`src/rtl/haf_pkg.sv`:
```
package haf_pkg;

  typedef enum logic [1:0] {
    HM_DROP  = 2'd0,
    HM_TR0   = 2'd1,
    HM_TR1   = 2'd2,
    HM_NAUTO = 2'd3
  } haf_mode_e;

  localparam logic [7:0] GROUP_A = 8'hFC;
  localparam logic [7:0] GROUP_B = 8'hFE;

  // Decode the three-bit select: {m1, m0, adm}
  function automatic haf_mode_e mode_of(input logic [2:0] sel);
    haf_mode_e m;
    if (sel[2:1] == 2'b01)   m = HM_NAUTO;
    else if (sel == 3'b100)  m = HM_TR0;
    else if (sel == 3'b101)  m = HM_TR1;
    else                     m = HM_DROP;
    return m;
  endfunction

  // Number of leading bytes consumed by the address check
  function automatic logic [1:0] hdr_len(input haf_mode_e m, input logic wide);
    logic [1:0] n;
    case (m)
      HM_TR1:   n = 2'd1;
      HM_NAUTO: n = wide ? 2'd2 : 2'd1;
      default:  n = 2'd0;
    endcase
    return n;
  endfunction

  // Trailing status byte
  function automatic logic [7:0] status_of(input logic crc_ok, input logic aborted);
    return {crc_ok & ~aborted, 1'b0, crc_ok, aborted, 4'h0};
  endfunction

endpackage

```
`src/rtl/haf_match.sv`:
```
module haf_match import haf_pkg::*; #(
  parameter int DW = 8
) (
  input  logic [DW-1:0] byte_in,
  input  logic [DW-1:0] hi_a,
  input  logic [DW-1:0] hi_b,
  input  logic [DW-1:0] lo_a,
  input  logic [DW-1:0] lo_b,
  output logic          hi_hit,
  output logic          grp_hit,
  output logic          lo_hit
);

  always_comb begin
    hi_hit  = (byte_in == hi_a) || (byte_in == hi_b);
    grp_hit = (byte_in == DW'(GROUP_A)) || (byte_in == DW'(GROUP_B));
    lo_hit  = (byte_in == lo_a) || (byte_in == lo_b);
  end

endmodule

```
`src/rtl/haf_frame.sv`:
```
module haf_frame import haf_pkg::*; #(
  parameter int IDXW = 2
) (
  input  logic            clk,
  input  logic            rst_n,
  input  logic [2:0]      op_mode,
  input  logic            wide_addr,
  input  logic            in_valid,
  input  logic            in_first,
  input  logic            in_end,
  output haf_mode_e       mode_now,
  output logic            wide_now,
  output logic [IDXW-1:0] idx_now,
  output logic            byte_live,
  output logic            frame_open
);

  logic            live_q;
  logic            wide_q;
  logic [IDXW-1:0] idx_q;
  haf_mode_e       mode_q;

  always_ff @(posedge clk) begin
    if (!rst_n) begin
      live_q <= 1'b0;
      wide_q <= 1'b0;
      idx_q  <= '0;
      mode_q <= HM_DROP;
    end else if (in_valid && in_first) begin
      live_q <= 1'b1;
      wide_q <= wide_addr;
      mode_q <= mode_of(op_mode);
      idx_q  <= IDXW'(1);
    end else if (in_end) begin
      live_q <= 1'b0;
    end else if (in_valid && live_q && (idx_q != '1)) begin
      idx_q <= idx_q + IDXW'(1);
    end
  end

  always_comb begin
    mode_now   = in_first ? mode_of(op_mode) : mode_q;
    wide_now   = in_first ? wide_addr : wide_q;
    idx_now    = in_first ? '0 : idx_q;
    byte_live  = in_valid && (in_first || live_q);
    frame_open = live_q;
  end

endmodule

```
`src/rtl/haf_pool.sv`:
```
module haf_pool #(
  parameter int POOL_BYTES = 32
) (
  input  logic clk,
  input  logic rst_n,
  input  logic wr,
  output logic hit
);

  localparam int CW = (POOL_BYTES > 2) ? $clog2(POOL_BYTES) : 1;

  logic [CW-1:0] cnt_q;

  assign hit = wr && (cnt_q == CW'(POOL_BYTES - 1));

  always_ff @(posedge clk) begin
    if (!rst_n)   cnt_q <= '0;
    else if (wr)  cnt_q <= hit ? '0 : cnt_q + CW'(1);
  end

endmodule

```
`src/rtl/hdlc_rx_addr_filter.sv`:
```
module hdlc_rx_addr_filter import haf_pkg::*; #(
  parameter int POOL_BYTES = 32,
  parameter int DW         = 8
) (
  input  logic          clk,
  input  logic          rst_n,
  input  logic [2:0]    op_mode,
  input  logic          wide_addr,
  input  logic [DW-1:0] hi_cmp_a,
  input  logic [DW-1:0] hi_cmp_b,
  input  logic [DW-1:0] lo_cmp_a,
  input  logic [DW-1:0] lo_cmp_b,
  input  logic          in_valid,
  input  logic          in_first,
  input  logic [DW-1:0] in_data,
  input  logic          in_end,
  input  logic          in_crc_ok,
  input  logic          in_abort,
  output logic          fifo_we,
  output logic [DW-1:0] fifo_wdata,
  output logic          pool_full,
  output logic          msg_end,
  output logic [DW-1:0] hdr_addr,
  output logic [DW-1:0] hdr_ctrl,
  output logic [DW-1:0] rx_status
);

  localparam int IDXW = 2;

  haf_mode_e       mode_now;
  logic            wide_now;
  logic [IDXW-1:0] idx_now;
  logic            byte_live;
  logic            frame_open;

  haf_frame #(.IDXW(IDXW)) u_frame (
    .clk        (clk),
    .rst_n      (rst_n),
    .op_mode    (op_mode),
    .wide_addr  (wide_addr),
    .in_valid   (in_valid),
    .in_first   (in_first),
    .in_end     (in_end),
    .mode_now   (mode_now),
    .wide_now   (wide_now),
    .idx_now    (idx_now),
    .byte_live  (byte_live),
    .frame_open (frame_open)
  );

  logic hi_hit, grp_hit, lo_hit;

  haf_match #(.DW(DW)) u_match (
    .byte_in (in_data),
    .hi_a    (hi_cmp_a),
    .hi_b    (hi_cmp_b),
    .lo_a    (lo_cmp_a),
    .lo_b    (lo_cmp_b),
    .hi_hit  (hi_hit),
    .grp_hit (grp_hit),
    .lo_hit  (lo_hit)
  );

  // Frame decision state
  logic acc_q, pass_q;
  logic acc_d, pass_d, acc_prev;
  logic [IDXW-1:0] hlen;

  // Named internal events
  logic keep_now;   // current byte goes to the FIFO
  logic end_ev;     // status byte goes to the FIFO
  logic addr_ld, ctrl_ld;
  logic wr_now, pool_hit;
  logic [DW-1:0] stat_now;
  logic stat_wr_q;

  always_comb begin
    hlen     = IDXW'(hdr_len(mode_now, wide_now));
    acc_prev = in_first ? 1'b0 : acc_q;
    keep_now = byte_live &&
               ((mode_now == HM_TR0) ||
                ((mode_now != HM_DROP) && acc_prev && (idx_now >= hlen)));
    end_ev   = in_end && frame_open && acc_q;
    wr_now   = keep_now || end_ev;
    stat_now = DW'(status_of(in_crc_ok, in_abort));

    addr_ld  = keep_now &&
               (((mode_now == HM_TR0) && (idx_now == IDXW'(0))) ||
                ((mode_now == HM_TR1) && (idx_now == IDXW'(1))));
    ctrl_ld  = keep_now &&
               (((mode_now == HM_TR0)   && (idx_now == IDXW'(1))) ||
                ((mode_now == HM_TR1)   && (idx_now == IDXW'(2))) ||
                ((mode_now == HM_NAUTO) && (idx_now == hlen)));
  end

  always_comb begin
    acc_d  = acc_prev;
    pass_d = in_first ? 1'b0 : pass_q;
    if (byte_live) begin
      case (mode_now)
        HM_TR0: begin
          if (idx_now == IDXW'(0)) acc_d = 1'b1;
        end
        HM_TR1: begin
          if (idx_now == IDXW'(0)) acc_d = hi_hit || grp_hit;
        end
        HM_NAUTO: begin
          if (idx_now == IDXW'(0)) begin
            if (wide_now) pass_d = hi_hit;
            else          acc_d  = hi_hit;
          end else if ((idx_now == IDXW'(1)) && wide_now) begin
            acc_d = pass_q && lo_hit;
          end
        end
        default: acc_d = 1'b0;
      endcase
    end
    if (in_end) begin
      acc_d  = 1'b0;
      pass_d = 1'b0;
    end
  end

  haf_pool #(.POOL_BYTES(POOL_BYTES)) u_pool (
    .clk   (clk),
    .rst_n (rst_n),
    .wr    (wr_now),
    .hit   (pool_hit)
  );

  always_ff @(posedge clk) begin
    if (!rst_n) begin
      acc_q      <= 1'b0;
      pass_q     <= 1'b0;
      fifo_we    <= 1'b0;
      fifo_wdata <= '0;
      pool_full  <= 1'b0;
      stat_wr_q  <= 1'b0;
      msg_end    <= 1'b0;
      hdr_addr   <= '0;
      hdr_ctrl   <= '0;
      rx_status  <= '0;
    end else begin
      acc_q      <= acc_d;
      pass_q     <= pass_d;
      fifo_we    <= wr_now;
      fifo_wdata <= end_ev ? stat_now : in_data;
      pool_full  <= pool_hit;
      stat_wr_q  <= end_ev;
      msg_end    <= stat_wr_q;
      if (addr_ld) hdr_addr  <= in_data;
      if (ctrl_ld) hdr_ctrl  <= in_data;
      if (end_ev)  rx_status <= stat_now;
    end
  end

endmodule

```
`config.mk`:
```
export PLATFORM = sky130hd
export DESIGN_NAME = hdlc_rx_addr_filter
export DESIGN_NICKNAME = d
export VERILOG_FILES = /design/src/rtl/haf_pkg.sv /design/src/rtl/haf_match.sv /design/src/rtl/haf_frame.sv /design/src/rtl/haf_pool.sv /design/src/rtl/hdlc_rx_addr_filter.sv
export SDC_FILE = /design/constraint.sdc
export NUM_CORES = 1
export LEC_CHECK = 0
export ABC_AREA = 1
export CORE_UTILIZATION = 23
export DETAILED_ROUTE_END_ITERATION = 6
export DONT_BUFFER_PORTS = 1
export GPL_TIMING_DRIVEN = 0
export PLACE_DENSITY = 0.48
export SLEW_MARGIN = 20
export SYNTH_ARGS = -nofsm -noshare
export SYNTH_HDL_FRONTEND = slang
export SYNTH_SLANG_ARGS = --single-unit
```
`constraint.sdc`:
```
create_clock -name clk -period 2.71 [get_ports clk]
set_input_delay 0.542 -clock clk [delete_from_list [all_inputs] [get_ports clk]]
set_output_delay 0.542 -clock clk [all_outputs]
set_load 0.005 [all_outputs]
```
# [After elaboration in Yosys (flattened, before gate mapping)]
# Index checks and enable logic that the tools add are counted.
[totals] ff_bits=44 latch_bits=0 ram_bits=0 rom_bits=0 input_bits=51 out_inout_bits=35 word_cells=108 memories=0
[op_classes] n_addsub=2 mul=0 n_div=0 n_lt_le_gt_ge=1 n_eq_ne=18 shift=0 muxes=28 bitwise=4 n_reduce_logical=38
[op_table] op="8-bit equality test" count=4
[op_table] op="1-bit logical AND" count=19
[op_table] op="1-bit 2-to-1 mux" count=18
[op_table] op="8-bit equality test (second input constant)" count=2
[op_table] op="2-bit 2-to-1 mux" count=6
[op_table] op="1-bit logical OR" count=10
[op_table] op="8-bit 2-to-1 mux" count=1
[op_table] op="2-bit by 1-bit equality test with 1-bit output (second input constant)" count=3
[op_table] op="2-bit equality test (second input constant)" count=3
[op_table] op="3-bit equality test (second input constant)" count=2
[op_table] op="2-bit nonzero test" count=3
[op_table] op="2-bit OR reduction" count=3
[op_table] op="5-bit by 1-bit adder with 5-bit output (second input constant)" count=1
[op_table] op="5-bit equality test (second input constant)" count=1
[op_table] op="5-bit 2-to-1 mux" count=1
[op_table] op="2-bit one-hot mux with 2 select lines" count=1
[op_table] op="2-bit AND reduction" count=2
[op_table] op="1-bit inverter" count=3
[op_table] op="1-bit one-hot mux with 3 select lines" count=1
[op_table] op="2-bit by 1-bit adder with 2-bit output (second input constant)" count=1
[op_table] op="2-bit equality test" count=1
[op_table] op="2-bit greater-or-equal comparator" count=1
[op_table] op="2-bit logical NOT" count=1
[op_table] op="2-bit by 1-bit inequality test with 1-bit output (second input constant)" count=1
[op_table] op="2 further kinds" count=2

# [Logic depth before layout (Yosys ltp)]
# Gate-level depths: netlist of run 1.
[depth] depth_word=14 depth_mapped=18 ltp_nobuf=18

# [Cells and area by module]
# A second synthesis of run 1 with hierarchy kept.
[hier_totals] cells_unflattened=450 area_unflattened_um2=2812.7
[modules_own_cells] module="hdlc_rx_addr_filter" n_inst=1 cells_each=243 area_per_inst_um2=1624.1 seq_area_each_um2=660.6
[modules_own_cells] module="haf_match" n_inst=1 cells_each=122 area_per_inst_um2=589.3 seq_area_each_um2=0.0
[modules_own_cells] module="haf_frame" n_inst=1 cells_each=54 area_per_inst_um2=359.1 seq_area_each_um2=120.1
[modules_own_cells] module="haf_pool" n_inst=1 cells_each=31 area_per_inst_um2=240.2 seq_area_each_um2=100.1

# [Least setup slack after synthesis of run 1]
# OpenSTA, ideal clock, no wires.
[synth_timing] path_type="in2reg" from="in in_first" to="reg hdr_addr[5]" setup_ns=0.116 arrival_time_ns=2.284 required_time_ns=2.594 path_slack_ns=0.310 stages=18 path_buffers=1 path_cell_list="buf_6 inv_4 nand2_1 o21ai_4 inv_2 nand2_1 o21ai_0 ha_1 nand2_1 o21ai_0 o21ai_2 nand2_2 nand3_4 inv_2 nand2_2 clkinv_2 nor2_1 nor2_1"
[synth_via] elab_chain_cells=8 word_cells_on_any_way=23 cone_classes="order compare (1); eq/ne (4); mux (6); reduce/logical (12)"
[synth_lines] item="start, declared" line_no="hdlc_rx_addr_filter.sv:14" source="input logic in_first,"
[synth_lines] item="2-bit 2-to-1 mux / 1-bit 2-to-1 mux (equally long branches)" line_no="haf_frame.sv:42, haf_frame.sv:43"
[synth_lines] item="2-bit equality test, or another cell as far along" line_no="haf_pkg.sv:26" source="case (m)"
[synth_lines] item="2-bit one-hot mux with 2 select lines" line_no="haf_pkg.sv:26"
[synth_lines] item="2-bit greater-or-equal comparator" line_no="hdlc_rx_addr_filter.sv:82" source="((mode_now != HM_DROP) && acc_prev && (idx_now >= hlen)));"
[synth_lines] item="1-bit logical AND" line_no="hdlc_rx_addr_filter.sv:82"
[synth_lines] item="1-bit logical OR" line_no="hdlc_rx_addr_filter.sv:81" source="((mode_now == HM_TR0) ||"
[synth_lines] item="1-bit logical AND" line_no="hdlc_rx_addr_filter.sv:80" source="keep_now = byte_live &&"
[synth_lines] item="1-bit logical AND *" line_no="hdlc_rx_addr_filter.sv:87" source="addr_ld = keep_now &&"
[synth_lines] item="end signal, assigned" line_no="hdlc_rx_addr_filter.sv:151" source="if (addr_ld) hdr_addr <= in_data;"
[synth_lines] item="end, declared" line_no="hdlc_rx_addr_filter.sv:23" source="output logic [DW-1:0] hdr_addr,"
# Every way passes the cells marked *; elsewhere a longest branch is shown, timed or not.
# A chain may end at the register's enable or synchronous reset.

# [Worst setup path in the final report of run 1]
[layout_timing] from="in in_first" to="reg hdr_addr[1]"
# Same word-level chain as after synthesis.

==> impl_results.md, run 1 <==
* Status: complete, no violations
* Post-synth top area cell: dfxtp_1
* Row count at 37
* Most frequent cells in the layout: 93 x nand2_1, 61 x nor2_1, 44 x dfxtp_1
* Drt via density at 4.12
* CTS Buf Count at 5
* Post-synthesis average cell area at 6.75 um^2
* First-pass GRT wire length at 10.4 mm
* Pwr dens at 501 nW/um^2
* Die height at 106 um
* Hold Path Class: input pin to flip-flop
* Synth Area in Adders at 2.54%
* Setup Buffers After CTS at 0
* Clock Pin Slew Worst Setup and Hold Paths at 0.08 ns
* Int Pwr at 1010 uW
* M1 WL at 2.88 mm
* Most common cell after layout, fill and taps aside: nand2_1
* RSZ-0062 raised after global routing: false
* Die ar. at 11100 um^2
* Seq/Total Area, Yosys at 35.7%
* CTS tree: built
* Filler cell count at 1162
* Clock Skew at 0.0108 ns
* Gates resized, CTS repair at 0
* Ys flop type: dfxtp_1
* Post-synthesis simple-gate area fraction at 31.4%
* Root buf cell: clkbuf_8
* Logic pwr share at 15.2%
* Post-synth EDFFs at 0
* Hold-fix buffers at CTS at 0
* Total leakage power at 0.00123 uW
* Nets at 432
* Flop pwr share at 49.2%
* Register bit count reported by yosys at 44
* Post-Syn Area at 2460 um^2
* Switching pwr at 365 uW
* Largest family of logic cells by synthesized area: simple AND/OR/NAND/NOR gates
* Largest net degree at the start of global routing at 13
* Layout cells sized above 1 at 10.7%
* Syn Inst Count at 365
* Setup TNS at 0 ns
* Latest clock arrival within the worst-skew pair at 0.30 ns
* Hold_ws at 0.380 ns
* Final period util at 88.3%
* Routability cong. at 0.816
* Antenna violations before repair at 0
* Ant. Diodes at 0
* Drt pass-1 iters at 4
* Async S/R FF share, synth at 0%
* Yosys top cell area share at 35.7%
* Synth-to-layout area growth at 11.7%
* Post-Route WL at 6.43 mm
* Fin cells at 511
* Final Setup Violations at 0
* Initial Utilization at 23.8%
* Die Wd at 106 um
* Htree depth at 2
* Crit. End Element: flip-flop
* DP HPWL at 5.10 mm
* Complex-gate fraction of the synthesized area at 10.2%
* Antenna viol nets, final at 0
* CP Class: input pin to flip-flop
* Vias in the first global route at 2022
* XOR/XNOR Fraction of Synth Area at 8.53%
* Yosys warnings at 0
* PortBufs at 0
* Largest cells by area after synthesis: dfxtp_1 36%, nand2_1 14%, nor2_1 9.3%
* Min Tclk post-route at 2.39 ns
* Critical Path RT at 2.90 ns
* # IOs at 86
* Sw Ratio at 26.5%
* Worst Path Max Fanout at 10
* Mux cell area share after synthesis at 0%
* Metal3 WL at 479 um
* Power share of the clock group at 35.6%
* Max cap viols at 0
* Final core utilization at 26.5%
* Critical Path Source Type: input pin
* CP Data Arrival Time at 2.59 ns
* Max Buffers Root-to-Sink at 2
* Total congestion overflow at 0
* Number of remaining DRC errors at 0
* Core area at 10400 um^2
* Met2 WL post-DR at 2.99 mm
* Count of different cell masters after synthesis at 34
* Clk sinks at 44
* Placed insts at 505
* Highest metal used: met4
* Slew Limit Fails at 0
* FMAX at 418 MHz
* Peak VDD IR at 0.149 mV
* Total track usage at 12.2%
* Final hold violation count at 0
* Avg WL per Cell at 12.6 um
* DR iter-0 viols at 99
* Vias at 2106
## through the flow
step,area (um^2),worst slack [ns],power (uW)
6_report,2750,0.316,1380
3_5_place_dp,2650,-0.0132,905
5_1_grt,2750,0.0350,1460
4_1_cts,2750,0.315,1410
3_3_place_gp,2650,0.0423,903
2_1_floorplan,2480,0.310,862
## Yosys cell counts (2+ instances only)
| library cell | instances |
|---|---|
| inv_1 | 42 |
| o21ai_1 | 3 |
| nor2_1 | 61 |
| nor3_1 | 8 |
| o21ai_0 | 23 |
| nand2_1 | 93 |
| a21oi_1 | 5 |
| xnor2_1 | 23 |
| nand2_4 | 2 |
| ha_1 | 5 |
| nand2_2 | 5 |
| clkbuf_1 | 4 |
| buf_2 | 6 |
| buf_4 | 5 |
| o21ai_2 | 2 |
| inv_2 | 2 |
| inv_4 | 3 |
| o22ai_1 | 3 |
| nand3_1 | 10 |
| a211oi_1 | 2 |
| dfxtp_1 | 44 |
| or2_1 | 2 |
## worst max-delay path, stage by stage
cell	delay, ns
buf_6	0.12
inv_4	0.09
nand2_1	0.09
o21ai_4	0.10
inv_2	0.06
nand2_1	0.12
o21ai_0	0.11
ha_1	0.30
nand2_1	0.07
o21ai_0	0.09
o21ai_2	0.13
nand2_2	0.08
nand3_4	0.10
inv_2	0.06
nand2_2	0.17
clkinv_2	0.16
nor2_1	0.12
nor2_1	0.05
## power groups by stage
stage / registers (uW) / clock network, uW / logic [uW]
2_1_floorplan: 690 / 0 / 172
3_3_place_gp: 694 / 0 / 209
3_5_place_dp: 694 / 0 / 211
4_1_cts: 679 / 514 / 212
5_1_grt: 682 / 534 / 244
6_report: 678 / 491 / 209
## routing by layer
| layer | GRT usage (%) | vias up |
|---|---|---|
| li1 | - | 1136 |
| met1 | 14.7 | 910 |
| met2 | 20.6 | 54 |
| met3 | 4.08 | 6 |
| met4 | 3.37 | 0 |
| met5 | 0 | - |
## sequential cells by signal, indices dropped and copies added (netlist names), 2 cells and up
register	cells
u_frame.idx_q	2
rx_status	3
u_pool.cnt_q	5
hdr_addr	8
hdr_ctrl	8
fifo_wdata	8
u_frame.mode_q	2
## worst paths after layout
kind | from | end | slack, ns | depth (start not counted)
worst max-delay path | in_first | hdr_addr[1]$_SDFFE_PN0P_ | 0.32 | 18
worst min register to register | stat_wr_q$_SDFF_PN0_ | msg_end$_SDFF_PN0_ | 0.42 | 2
worst max register to register | u_frame.mode_q[1]$_SDFFE_PN0P_ | hdr_addr[1]$_SDFFE_PN0P_ | 0.43 | 17
worst min-delay path | in_abort | rx_status[4]$_SDFFE_PN0P_ | 0.38 | 2
## kinds of logic (layout without fill, tap and decap cells)
family / after synthesis / in the layout
other cells: 1 / 5
xor+xnor: 24 / 24
fa+ha+maj: 5 / 5
compound gates: 42 / 42
buf+inv: 64 / 70
flops: 44 / 44
simple gates: 185 / 185
## layout make-up
type                    count  area (um^2)  share of cell area [%]
plain buffers              16         93.8                    3.41
clock buffers               5         68.8                    2.50
clock inverters             1         30.0                    1.09
inverters                  48          189                    6.86
multi-input cells         261         1320                    48.0
flip-flops and latches     44          881                    32.0
well taps                 136          170                    6.18
Note: power is estimated with default switching activity, not from simulation.
==> run 2, diff against run 1 <==
Settings changed: ABC_AREA 1 to default.
==> run 2 against run 1 <==
Effect of this change:
- non-clock buffer count is 8 higher
- highest routed layer unchanged
- area after synthesis is 2.3% higher
- total power is 7.0% lower
- clock power is 12% lower
- largest cell class unchanged
- critical path depth is 8 lower
- sequential power is 1% lower
- maximum frequency is 6.8% lower
- sequential share of layout area is 0.56 points lower
- cell area is 1.8% higher
- register-to-register slack worse by 0.27 ns
- critical endpoint is now pool_full$_SDFF_PN0_
==> impl_results.md, run 2 <==
* Die Wd at 107 um
* Slew HR at 61.2%
* DP HPWL at 5.15 mm
* Final hold violation count at 0
* Drt pass-1 iters at 4
* Crit. End Element: flip-flop
* Clock Skew at 0.00154 ns
* Status: complete, no violations
* Setup WS post-layout at 0.143 ns
* Drt via density at 4.60
* Most common cell after layout, fill and taps aside: dfxtp_1
* Post-Syn Area at 2520 um^2
* CP Class: input pin to flip-flop
* Hold Path Depth at 1
* Root buf cell: clkbuf_8
* Highest metal used: met4
* Max cap viols at 0
* R2R depth at 11
* Ant. Diodes at 0
* Initial Utilization at 24.1%
* Seq/Total Area, Yosys at 34.9%
* Row count at 37
* RSZ-0062 raised after global routing: false
* CTS tree: built
* Ys flop type: dfxtp_1
* Worst slew pin tran at 0.583 ns
* Total track usage at 12.1%
* Synth-to-layout area growth at 11.1%
* Min Tclk post-route at 2.57 ns
* Final core utilization at 26.8%
* Avg WL per Cell at 15.8 um
* Worst Path Max Fanout at 10
* Die ar. at 11400 um^2
* Latest clock arrival within the worst-skew pair at 0.30 ns
* Critical Path Source Type: input pin
* Total congestion overflow at 0
* M1 WL at 2.99 mm
* PortBufs at 0
* Vias in the first global route at 1951
* # IOs at 86
* Number of remaining DRC errors at 0
* Setup TNS at 0 ns
* Async S/R FF share, synth at 0%
* Hold Path Class: input pin to flip-flop
* Count of different cell masters after synthesis at 51
* Clk sinks at 44
* Nets at 347
* Largest net degree at the start of global routing at 13
* DR iter-0 viols at 65
* Hold-fix buffers at CTS at 0
* Clock Pin Slew Worst Setup and Hold Paths at 0.08 ns
* Max Buffers Root-to-Sink at 2
* Final period util at 94.7%
* Yosys top cell area share at 34.9%
* Vias at 1970
* Post-Route WL at 6.75 mm
* Largest cells by area after synthesis: dfxtp_1 35%, xnor2_1 11%, mux2i_1 7.9%
* Largest regs: fifo_wdata: 8 flops, hdr_addr: 8 flops, hdr_ctrl: 8 flops
* CTS Buf Count at 5
* Pwr dens at 457 nW/um^2
* Register bit count reported by yosys at 44
* Core area at 10500 um^2
* Layout cells sized above 1 at 13.0%
* Post-synth EDFFs at 0
* Dpl ws at -0.247 ns
* FMAX at 390 MHz
* Slew Limit Fails at 0
* Metal3 WL at 503 um
* Antenna viol nets, final at 0
* Routability cong. at 0.777
* Post-synth top cells: 44 x dfxtp_1, 33 x xnor2_1, 22 x nand2_1, 22 x nor2b_1, 20 x mux2i_1
* Most frequent cells in the layout: 44 x dfxtp_1, 33 x xnor2_1, 22 x nand2_1
* Antenna violations before repair at 0
* Htree depth at 2
* CP Data Arrival Time at 2.77 ns
* Final Setup Violations at 0
* Peak VDD IR at 0.171 mV
* Critical Path RT at 2.91 ns
* First-pass GRT wire length at 10.4 mm
* Yosys warnings at 0
* Die height at 107 um
* Total leakage power at 0.00107 uW
* Post-synth top area cell: dfxtp_1
* Met2 WL post-DR at 3.11 mm
* Post-synthesis average cell area at 9.01 um^2
* Syn Inst Count at 280
* Count leader, synth: dfxtp_1
run 2: cell types whose count changed in the layout (fill, tap and decap cells not counted), moves of 9 or more:
cell,previous run,this run
xnor2_1,23,33
inv_1,42,1
mux2i_1,0,20
o21ai_0,23,8
a21boi_0,0,9
nor2_1,61,10
nand2_1,93,22
nor2b_1,0,21
run 2: kinds of logic after synthesis:
kind of cell | Yosys count | share of synthesized area [%]
and+or+nand+nor | 108 | 25.8
DFF | 44 | 34.9
AOI/OAI and AO/OA | 43 | 11.2
xor gates and xnor gates | 34 | 11.8
buffers and inverters | 25 | 5.75
muxes | 20 | 7.94
adders and majority gates | 5 | 2.48
other | 1 | 0.149
run 2: final timing paths:
kind,startpoint,to,slack (ns)
worst max-delay path,in_first,pool_full$_SDFF_PN0_,0.14
worst min-delay path,in_end,pass_q$_SDFF_PP0_,0.31
worst max register to register,u_frame.mode_q[0]$_SDFFE_PN0P_,u_pool.cnt_q[3]$_SDFFE_PN0P_,0.16
worst min register to register,stat_wr_q$_SDFF_PN0_,msg_end$_SDFF_PN0_,0.44
run 2: final cells by class:
class,instances,area (um^2)
inverters,1,3.75
multi-input cells,215,1510
plain buffers,24,143
well taps,136,170
flip-flops and latches,44,881
fillers,1160,7660
clock buffers,8,90.1
run 2: stage by stage:
step | cell area, um^2 | hold WS [ns] | power, uW | std cells
floorplan | 2540 | 0.412 | 827 | 284
global placement | 2710 | 0.423 | 865 | 420
detailed placement | 2710 | 0.425 | 868 | 420
CTS | 2800 | 0.301 | 1300 | 428
global route | 2800 | 0.293 | 1350 | 428
finish | 2800 | 0.308 | 1280 | 428
run 2: layer usage:
| metal | global-route usage [%] | vias to the layer above |
|---|---|---|
| li1 | - | 972 |
| met1 | 14.8 | 925 |
| met2 | 19.4 | 62 |
| met3 | 4.44 | 11 |
| met4 | 4.50 | 0 |
| met5 | 0 | - |
run 2: worst max-delay path, stage by stage:
cell      delay (ns)
clkbuf_1        0.33
o21ai_0         0.20
ha_1            0.32
or2b_2          0.29
a21oi_1         0.20
o221ai_2        0.17
a21oi_2         0.20
buf_6           0.15
and2b_2         0.22
and2_1          0.15
run 2: repair_timing:
action,in CTS,in global routing
endpoints found under the setup margin,0,3
setup buffers,0,0
endpoints found under the hold margin,0,0
gates resized for setup,0,3
run 2: power breakdown:
group	leakage, uW	switching [uW]	internal (uW)
clock	0.0000455	222	208
combinational	0.000669	94.5	88.1
sequential	0.000358	9.46	659
total	0.00107	326	955
